==> src/rtl/sbar_pkg.sv <==
package sbar_pkg;

    // Number of set bits in a vector of up to 64 participants
    function automatic int unsigned ones64(input logic [63:0] v);
        int unsigned n;
        n = 0;
        for (int i = 0; i < 64; i++) begin
            n = n + 32'(v[i]);
        end
        return n;
    endfunction

endpackage

==> src/rtl/sbar_sense_bank.sv <==
module sbar_sense_bank #(
    parameter int N_PARTS = 4
) (
    input  logic               clk,
    input  logic               rst_n,
    input  logic [N_PARTS-1:0] arrive_i,
    input  logic               flag_i,
    input  logic               done_i,
    output logic [N_PARTS-1:0] accept_o,
    output logic [N_PARTS-1:0] stray_o,
    output logic [N_PARTS-1:0] hold_o
);

    typedef struct packed {
        logic [N_PARTS-1:0] sense;
    } bank_t;

    bank_t bank_d, bank_q;

    // Per-participant wait decision: held while sense matches the flag
    for (genvar g = 0; g < N_PARTS; g++) begin : g_part
        assign hold_o[g]   = (bank_q.sense[g] == flag_i);
        assign accept_o[g] = arrive_i[g] & ~hold_o[g];
        assign stray_o[g]  = arrive_i[g] &  hold_o[g];
    end

    always_comb begin
        bank_d       = bank_q;
        bank_d.sense = bank_q.sense ^ accept_o;
    end

    always_ff @(posedge clk or negedge rst_n) begin
        if (!rst_n) begin
            bank_q.sense <= '1;
        end else begin
            bank_q <= bank_d;
        end
    end

    // A free arriver that does not complete the round is held next cycle
    AST_ARRIVER_HELD: assert property (@(posedge clk) disable iff (!rst_n)
        (|accept_o) && !done_i |=> ((hold_o & $past(accept_o)) == $past(accept_o)));
    // Held participants keep their sense when they pulse again
    AST_STRAY_NO_TOGGLE: assert property (@(posedge clk) disable iff (!rst_n)
        (|stray_o) && !done_i |=> ((hold_o & $past(stray_o)) == $past(stray_o)));

endmodule

==> src/rtl/sbar_arrival_counter.sv <==
module sbar_arrival_counter #(
    parameter int N_PARTS = 4
) (
    input  logic                               clk,
    input  logic                               rst_n,
    input  logic [N_PARTS-1:0]                 accept_i,
    output logic                               flag_o,
    output logic                               done_o,
    output logic [$clog2(N_PARTS+1)-1:0]       count_o
);
    import sbar_pkg::*;

    localparam int CNT_W = $clog2(N_PARTS + 1);
    localparam logic [CNT_W:0] FULL = (CNT_W + 1)'(N_PARTS);

    typedef struct packed {
        logic [CNT_W-1:0] cnt;
        logic             flag;
    } ctr_t;

    ctr_t ctr_d, ctr_q;
    logic [CNT_W-1:0] pop;
    logic [CNT_W:0]   total;

    always_comb begin
        pop    = CNT_W'(ones64(64'(accept_i)));
        total  = {1'b0, ctr_q.cnt} + {1'b0, pop};
        done_o = (total == FULL);
        ctr_d  = ctr_q;
        if (done_o) begin
            ctr_d.cnt  = '0;
            ctr_d.flag = ~ctr_q.flag;
        end else begin
            ctr_d.cnt  = total[CNT_W-1:0];
        end
    end

    always_ff @(posedge clk or negedge rst_n) begin
        if (!rst_n) begin
            ctr_q.cnt  <= '0;
            ctr_q.flag <= 1'b0;
        end else begin
            ctr_q <= ctr_d;
        end
    end

    assign flag_o  = ctr_q.flag;
    assign count_o = ctr_q.cnt;

    AST_NO_OVERFLOW: assert property (@(posedge clk) disable iff (!rst_n)
        total <= FULL);
    AST_FLAG_INVERTS: assert property (@(posedge clk) disable iff (!rst_n)
        done_o |=> (flag_o != $past(flag_o)) && (count_o == '0));
    AST_FLAG_STEADY: assert property (@(posedge clk) disable iff (!rst_n)
        !done_o |=> $stable(flag_o));

endmodule

==> src/rtl/sense_barrier.sv <==
module sense_barrier #(
    parameter int N_PARTS = 4
) (
    input  logic               clk,
    input  logic               rst_n,
    input  logic [N_PARTS-1:0] arrive_i,
    output logic [N_PARTS-1:0] hold_o,
    output logic               err_o
);

    localparam int CNT_W = $clog2(N_PARTS + 1);

    typedef struct packed {
        logic err;
    } top_t;

    top_t top_d, top_q;

    logic [N_PARTS-1:0] accept;
    logic [N_PARTS-1:0] stray;
    logic               flag;
    logic               done;
    logic [CNT_W-1:0]   count;

    sbar_sense_bank #(.N_PARTS(N_PARTS)) u_bank (
        .clk      (clk),
        .rst_n    (rst_n),
        .arrive_i (arrive_i),
        .flag_i   (flag),
        .done_i   (done),
        .accept_o (accept),
        .stray_o  (stray),
        .hold_o   (hold_o)
    );

    sbar_arrival_counter #(.N_PARTS(N_PARTS)) u_ctr (
        .clk      (clk),
        .rst_n    (rst_n),
        .accept_i (accept),
        .flag_o   (flag),
        .done_o   (done),
        .count_o  (count)
    );

    always_comb begin
        top_d     = top_q;
        top_d.err = top_q.err | (|stray);
    end

    always_ff @(posedge clk or negedge rst_n) begin
        if (!rst_n) begin
            top_q.err <= 1'b0;
        end else begin
            top_q <= top_d;
        end
    end

    assign err_o = top_q.err;

    AST_ALL_FREED: assert property (@(posedge clk) disable iff (!rst_n)
        done |=> (hold_o == '0));
    AST_COUNT_MATCHES_HELD: assert property (@(posedge clk) disable iff (!rst_n)
        int'(count) == $countones(hold_o));
    AST_ERR_RAISED: assert property (@(posedge clk) disable iff (!rst_n)
        (|stray) |=> err_o);
    AST_ERR_STICKY: assert property (@(posedge clk) disable iff (!rst_n)
        err_o |=> err_o);

endmodule

==> config.mk <==
export PLATFORM = sky130hd
export DESIGN_NAME = sense_barrier
export DESIGN_NICKNAME = d
export VERILOG_FILES = /design/src/rtl/sbar_pkg.sv /design/src/rtl/sbar_sense_bank.sv /design/src/rtl/sbar_arrival_counter.sv /design/src/rtl/sense_barrier.sv
export SDC_FILE = /design/constraint.sdc
export NUM_CORES = 1
export LEC_CHECK = 0
export ABC_AREA = 1
export BUFFER_PORTS_ARGS = -buffer_cell sky130_fd_sc_hd__buf_2
export CAP_MARGIN = 20
export CELL_PAD_IN_SITES_DETAIL_PLACEMENT = 1
export CELL_PAD_IN_SITES_GLOBAL_PLACEMENT = 1
export CORE_MARGIN = 1.5
export CORE_UTILIZATION = 29
export CTS_CLUSTER_SIZE = 8
export DETAILED_ROUTE_END_ITERATION = 10
export PLACE_DENSITY = 0.66
export SLEW_MARGIN = 20
export SYNTH_ARGS = -nofsm -noshare
export SYNTH_HDL_FRONTEND = slang
export SYNTH_HIERARCHICAL = 1
export SYNTH_SLANG_ARGS = --single-unit
==> constraint.sdc <==
create_clock -name clk -period 2.9 [get_ports clk]
set_input_delay 0.145 -clock clk [delete_from_list [all_inputs] [get_ports clk]]
set_output_delay 0.145 -clock clk [all_outputs]
set_load 0.03 [all_outputs]
**Word-level counts from Yosys, hierarchy flattened**

Cells that the tools add are included.

- Register bits after elaboration: 9
- Bits of input ports: 6
- Output and inout port bits: 5
- Word-level logic and storage cells: 30

- Add/sub/neg operators: 4
- Eq/ne operators: 5
- Mux-type cells: 1
- Bitwise gates (word level): 15
- Reductions and logical operators: 1

Operators by type and width:

| cell | number |
|---|---|
| 1-bit bitwise AND | 8 |
| 3-bit by 1-bit adder with 3-bit output | 2 |
| 1-bit inverter | 5 |
| 3-bit by 3-bit adder with 4-bit output | 1 |
| 1-bit == test | 4 |
| 4-bit by 3-bit == test with 1-bit output, second input constant | 1 |
| 4-bit OR reduction | 1 |
| 4-bit XOR | 1 |
| 3-bit two-way mux | 1 |
| 1-bit by 1-bit adder with 2-bit output | 1 |
| 1-bit bitwise OR | 1 |

**Depth between registers and ports, before layout**

- Depth after elaboration: 9
- Depth in mapped cells: 15
- Gate-level depth less buffers: 15

**Hierarchy**

Netlist, hierarchy kept.

By module, submodules not included:

| module | instances | cells an instance | area an instance (µm²) | seq. area each (µm²) |
|---|---|---|---|---|
| sbar_sense_bank | 1 | 54 | 330.3 | 105.1 |
| sbar_arrival_counter | 1 | 34 | 291.5 | 100.1 |
| sense_barrier | 1 | 5 | 41.3 | 25.0 |

**Worst setup path before layout**

No wires, ideal clock.

- Path kind: register to register
- From: register u_ctr/flag_o (netlist name)
- To: register u_ctr/flag_o (netlist name)
- Library setup time: 0.117 ns
- Data arrival time: 2.678 ns
- Required time: 2.783 ns
- Slack: 0.105 ns
- Cell stages (with the launch flop): 14
- Path buffers: 1
- Clock period less this slack: 2.795 ns
- Path through: dfrtp_1 -> buf_6 -> nand2_2 -> nand2_2 -> nor2_2 -> fa_1 -> inv_1 -> fa_1 -> fa_1 -> nand2_4 -> nor2_4 -> nand2_2 -> nand2_1 -> nand2_1

- Cells in the longest elaborated chain, start to end: 8
- Elaborated cells between the ends (all ways): 18
- Classes of those cells: add/sub (4); eq/ne (5); bitwise (9)

Ends and longest elaborated chain:

| what | RTL line | RTL |
|---|---|---|
| 1-bit == test | sbar_sense_bank.sv:22 | `assign hold_o[g] = (bank_q.sense[g] == flag_i);` |
| named net hold_o[0] | sense_barrier.sv:7 | `output logic [N_PARTS-1:0] hold_o,` |
| 1-bit inverter | sbar_sense_bank.sv:23 | `assign accept_o[g] = arrive_i[g] & ~hold_o[g];` |
| 1-bit bitwise AND | sbar_sense_bank.sv:23 |  |
| named net accept[0] | sense_barrier.sv:19 | `logic [N_PARTS-1:0] accept;` |
| 1-bit by 1-bit adder with 2-bit output | sbar_pkg.sv:8 | `n = n + 32'(v[i]);` |
| 3-bit by 1-bit adder with 3-bit output (2 in a row) | sbar_pkg.sv:8 |  |
| 3-bit by 3-bit adder with 4-bit output | sbar_arrival_counter.sv:27 | `total = {1'b0, ctr_q.cnt} + {1'b0, pop};` |
| 4-bit by 3-bit == test with 1-bit output | sbar_arrival_counter.sv:28 | `done_o = (total == FULL);` |

The timed path passes the listed nets, and every way through them passes these cells.
A chain may end at the register's enable or synchronous reset.

**Worst setup path after layout**

- From: register u_ctr/flag_o (netlist name)
- To: register u_ctr/flag_o (netlist name)

- Cells in the longest elaborated chain, start to end: 8
- Elaborated cells between the ends (all ways): 18
- Classes of those cells: add/sub (4); eq/ne (5); bitwise (9)

Ends and longest elaborated chain:

| what | RTL line |
|---|---|
| 1-bit == test | sbar_sense_bank.sv:22 |
| 1-bit inverter | sbar_sense_bank.sv:23 |
| 1-bit bitwise AND | sbar_sense_bank.sv:23 |
| named net accept[0] | sense_barrier.sv:19 |
| 1-bit by 1-bit adder with 2-bit output | sbar_pkg.sv:8 |
| 3-bit by 1-bit adder with 3-bit output (2 in a row) | sbar_pkg.sv:8 |
| 3-bit by 3-bit adder with 4-bit output | sbar_arrival_counter.sv:27 |
| 4-bit by 3-bit == test with 1-bit output | sbar_arrival_counter.sv:28 |

The timed path passes the listed nets, and every way through them passes these cells.

==> impl_metrics.json <==
{
  "synth_common_cells": "nand2_1, inv_1, nand2_2",
  "synth_most_common_cell": "nand2_1",
  "max_freq_ghz": 0.367,
  "nNetsFinal": 124,
  "skew_ps": 5.97,
  "cts_tree": "yes",
  "routedWlPerCell_um": 10.3,
  "worstPathArrival_ps": 2880,
  "antennaDiodeCount": 0,
  "design_area_um2": 820,
  "fin_crit_ps": 2730,
  "synth_seq_cells": 9,
  "cp_num_cells": 13,
  "clockBufferDepth": 2,
  "r2r_cells": 13,
  "yosys.area.top_type": "dfrtp_1",
  "grt_pass1_vias": 641,
  "synth_top_area_share_pct": 18.9,
  "first_pass_iters": 3,
  "syn_nets": 103,
  "synth-seq-area-share_pct": 34.7,
  "slowest_stage": "fa_1",
  "setup_viol": 0,
  "vias": 598,
  "setup-tns-final_ps": 0,
  "gp_congestion": 0.721,
  "hp-class": "primary input to flop",
  "initial_utilization_pct": 30.3,
  "max_stage_delay_ps": 560,
  "crit_fanout": 6,
  "synth-edff-count": 0,
  "hold_depth": 2,
  "die_area_mm2": 0.00258,
  "die_y_um": 50.8,
  "grt_max_degree": 10,
  "synth_area_leaders": "dfrtp_1, nand2_1, dfstp_2",
  "synth_cells": 93,
  "max_slew_margin_pct": 84.6,
  "syn-cell-area_um2": 663,
  "cts_htree_levels": 1,
  "criticalPathCategory": "flop to flop",
  "grt_pass1_wl_um": 2690,
  "post-route-period-util_pct": 94.0,
  "crit_family": "adder cells",
  "drc": 0,
  "postRouteWirelength_um": 1460,
  "critPathCaptureType": "flop",
  "grt_usage_pct": 14.1,
  "maxSlewViolCount": 0,
  "die_w_um": 50.8,
  "async_flop_share_pct": 100,
  "outcome": "finished clean",
  "hpwl_um": 1180,
  "start_kind": "flop",
  "clkTransAtPathRegs_ps": 70,
  "fillers": 295,
  "ys_types": 15,
  "cts_made_buffers": 3,
  "finalHoldViolCount": 0,
  "vias_per_cell": 4.24,
  "area_growth_syn_to_layout_pct": 23.6,
  "critPathRequiredTime_ps": 3060,
  "worst_pin_slew_ps": 231,
  "grt_antenna_before_repair": 0,
  "maxCapViolCount": 0,
  "post_dp_cell_area_um2": 759,
  "cts_sinks": 9,
  "io_pins": 11,
  "grt_setup_unrepaired": "false",
  "avgSynthCellArea_um2": 7.13,
  "cts_root_buffer": "clkbuf_4",
  "grt_overflow_total": 0,
  "std_cell_rows": 17,
  "path_cells": "inv_2, nand2_1, nand2_2, nor2_2, fa_1, inv_1, fa_1, fa_1, nand2_4, nor2_4, nand2_2, nand2_1, nand2_1",
  "synth-main-ff-cell": "dfrtp_1",
  "coreArea_mm2": 0.00219,
  "numPortBuffers": 10,
  "ant_nets": 0,
  "path_buf_inv": 2,
  "drive_gt1_share_pct": 36.3,
  "drtIter0Drc": 4,
  "insertion_delay_ps": 260,
  "ys_warn_count": 6
}
-- metrics by stage --
step	setup WS, ps	hold WS [ps]	util (%)	instances
2_1_floorplan	105	-151	-	93
3_3_place_gp	90.4	18.4	34.7	133
3_5_place_dp	46.8	19.3	34.7	133
4_1_cts	39.6	53.8	36.3	138
5_1_grt	20.2	79.9	37.4	141
6_report	173	64.6	37.4	141
-- what timing repair did --
| action | in CTS | in global routing |
|---|---|---|
| endpoints found under the hold margin | 9 | 0 |
| hold buffers | 1 | 0 |
| gates resized for setup | 0 | 1 |
| setup buffers | 0 | 3 |
| endpoints found under the setup margin | 0 | 2 |
-- path summary, 6_finish.rpt --
kind,from,endpoint,slack (ps)
max,u_ctr/flag_o,u_ctr/flag_o,170
min,arrive_i[3],flop,60
max reg2reg,u_ctr/flag_o,u_ctr/flag_o,170
min reg2reg,err_o,err_o,480
max in group asynchronous,rst_n,asynchronous set/reset pin,2360
min in group asynchronous,rst_n,u_ctr/flag_o,280
-- layout by cell type, fill, tap and decap left out, types with 2 or more instances in the layout --
master / netlist / routed
dfstp_2: 4 / 4
inv_1: 20 / 20
nor2_1: 7 / 7
nor2_2: 4 / 4
buf_4: 0 / 6
dfrtp_1: 5 / 4
nand3_1: 2 / 2
o21ai_0: 4 / 4
nand2_2: 8 / 8
fa_1: 3 / 3
nand2_1: 29 / 29
inv_2: 3 / 3
clkbuf_4: 0 / 3
buf_2: 0 / 10
-- metal layers --
metal / vias up / part of all wire, % / global-route usage (%)
met5: - / 0 / 0
met4: 0 / 0.82 / 4.05
met3: 2 / 3.3 / 5.26
met2: 6 / 51 / 23.5
met1: 282 / 45 / 17.0
li1: 308 / - / -
-- cell type report --
| cell class | instances | area [um2] | share of cell area, % |
|---|---|---|---|
| well taps | 28 | 35.0 | 4.27 |
| clock buffers | 4 | 26.3 | 3.21 |
| repair buffers | 17 | 105 | 12.8 |
| multi-input cells | 60 | 335 | 40.9 |
| flip-flops and latches | 9 | 231 | 28.2 |
| inverters | 23 | 86.3 | 10.5 |
-- kinds of logic after synthesis --
group                      after synthesis  share of synthesized area (%)
AOI/OAI and AO/OA                        4                           3.02
adders and majority gates                4                           10.9
buffers and inverters                   24                           14.7
DFF                                      9                           34.7
and+or+nand+nor                         52                           36.6
Power is not shown: default switching activity piles up to over one toggle a cycle in this logic, so the estimate is an artifact.
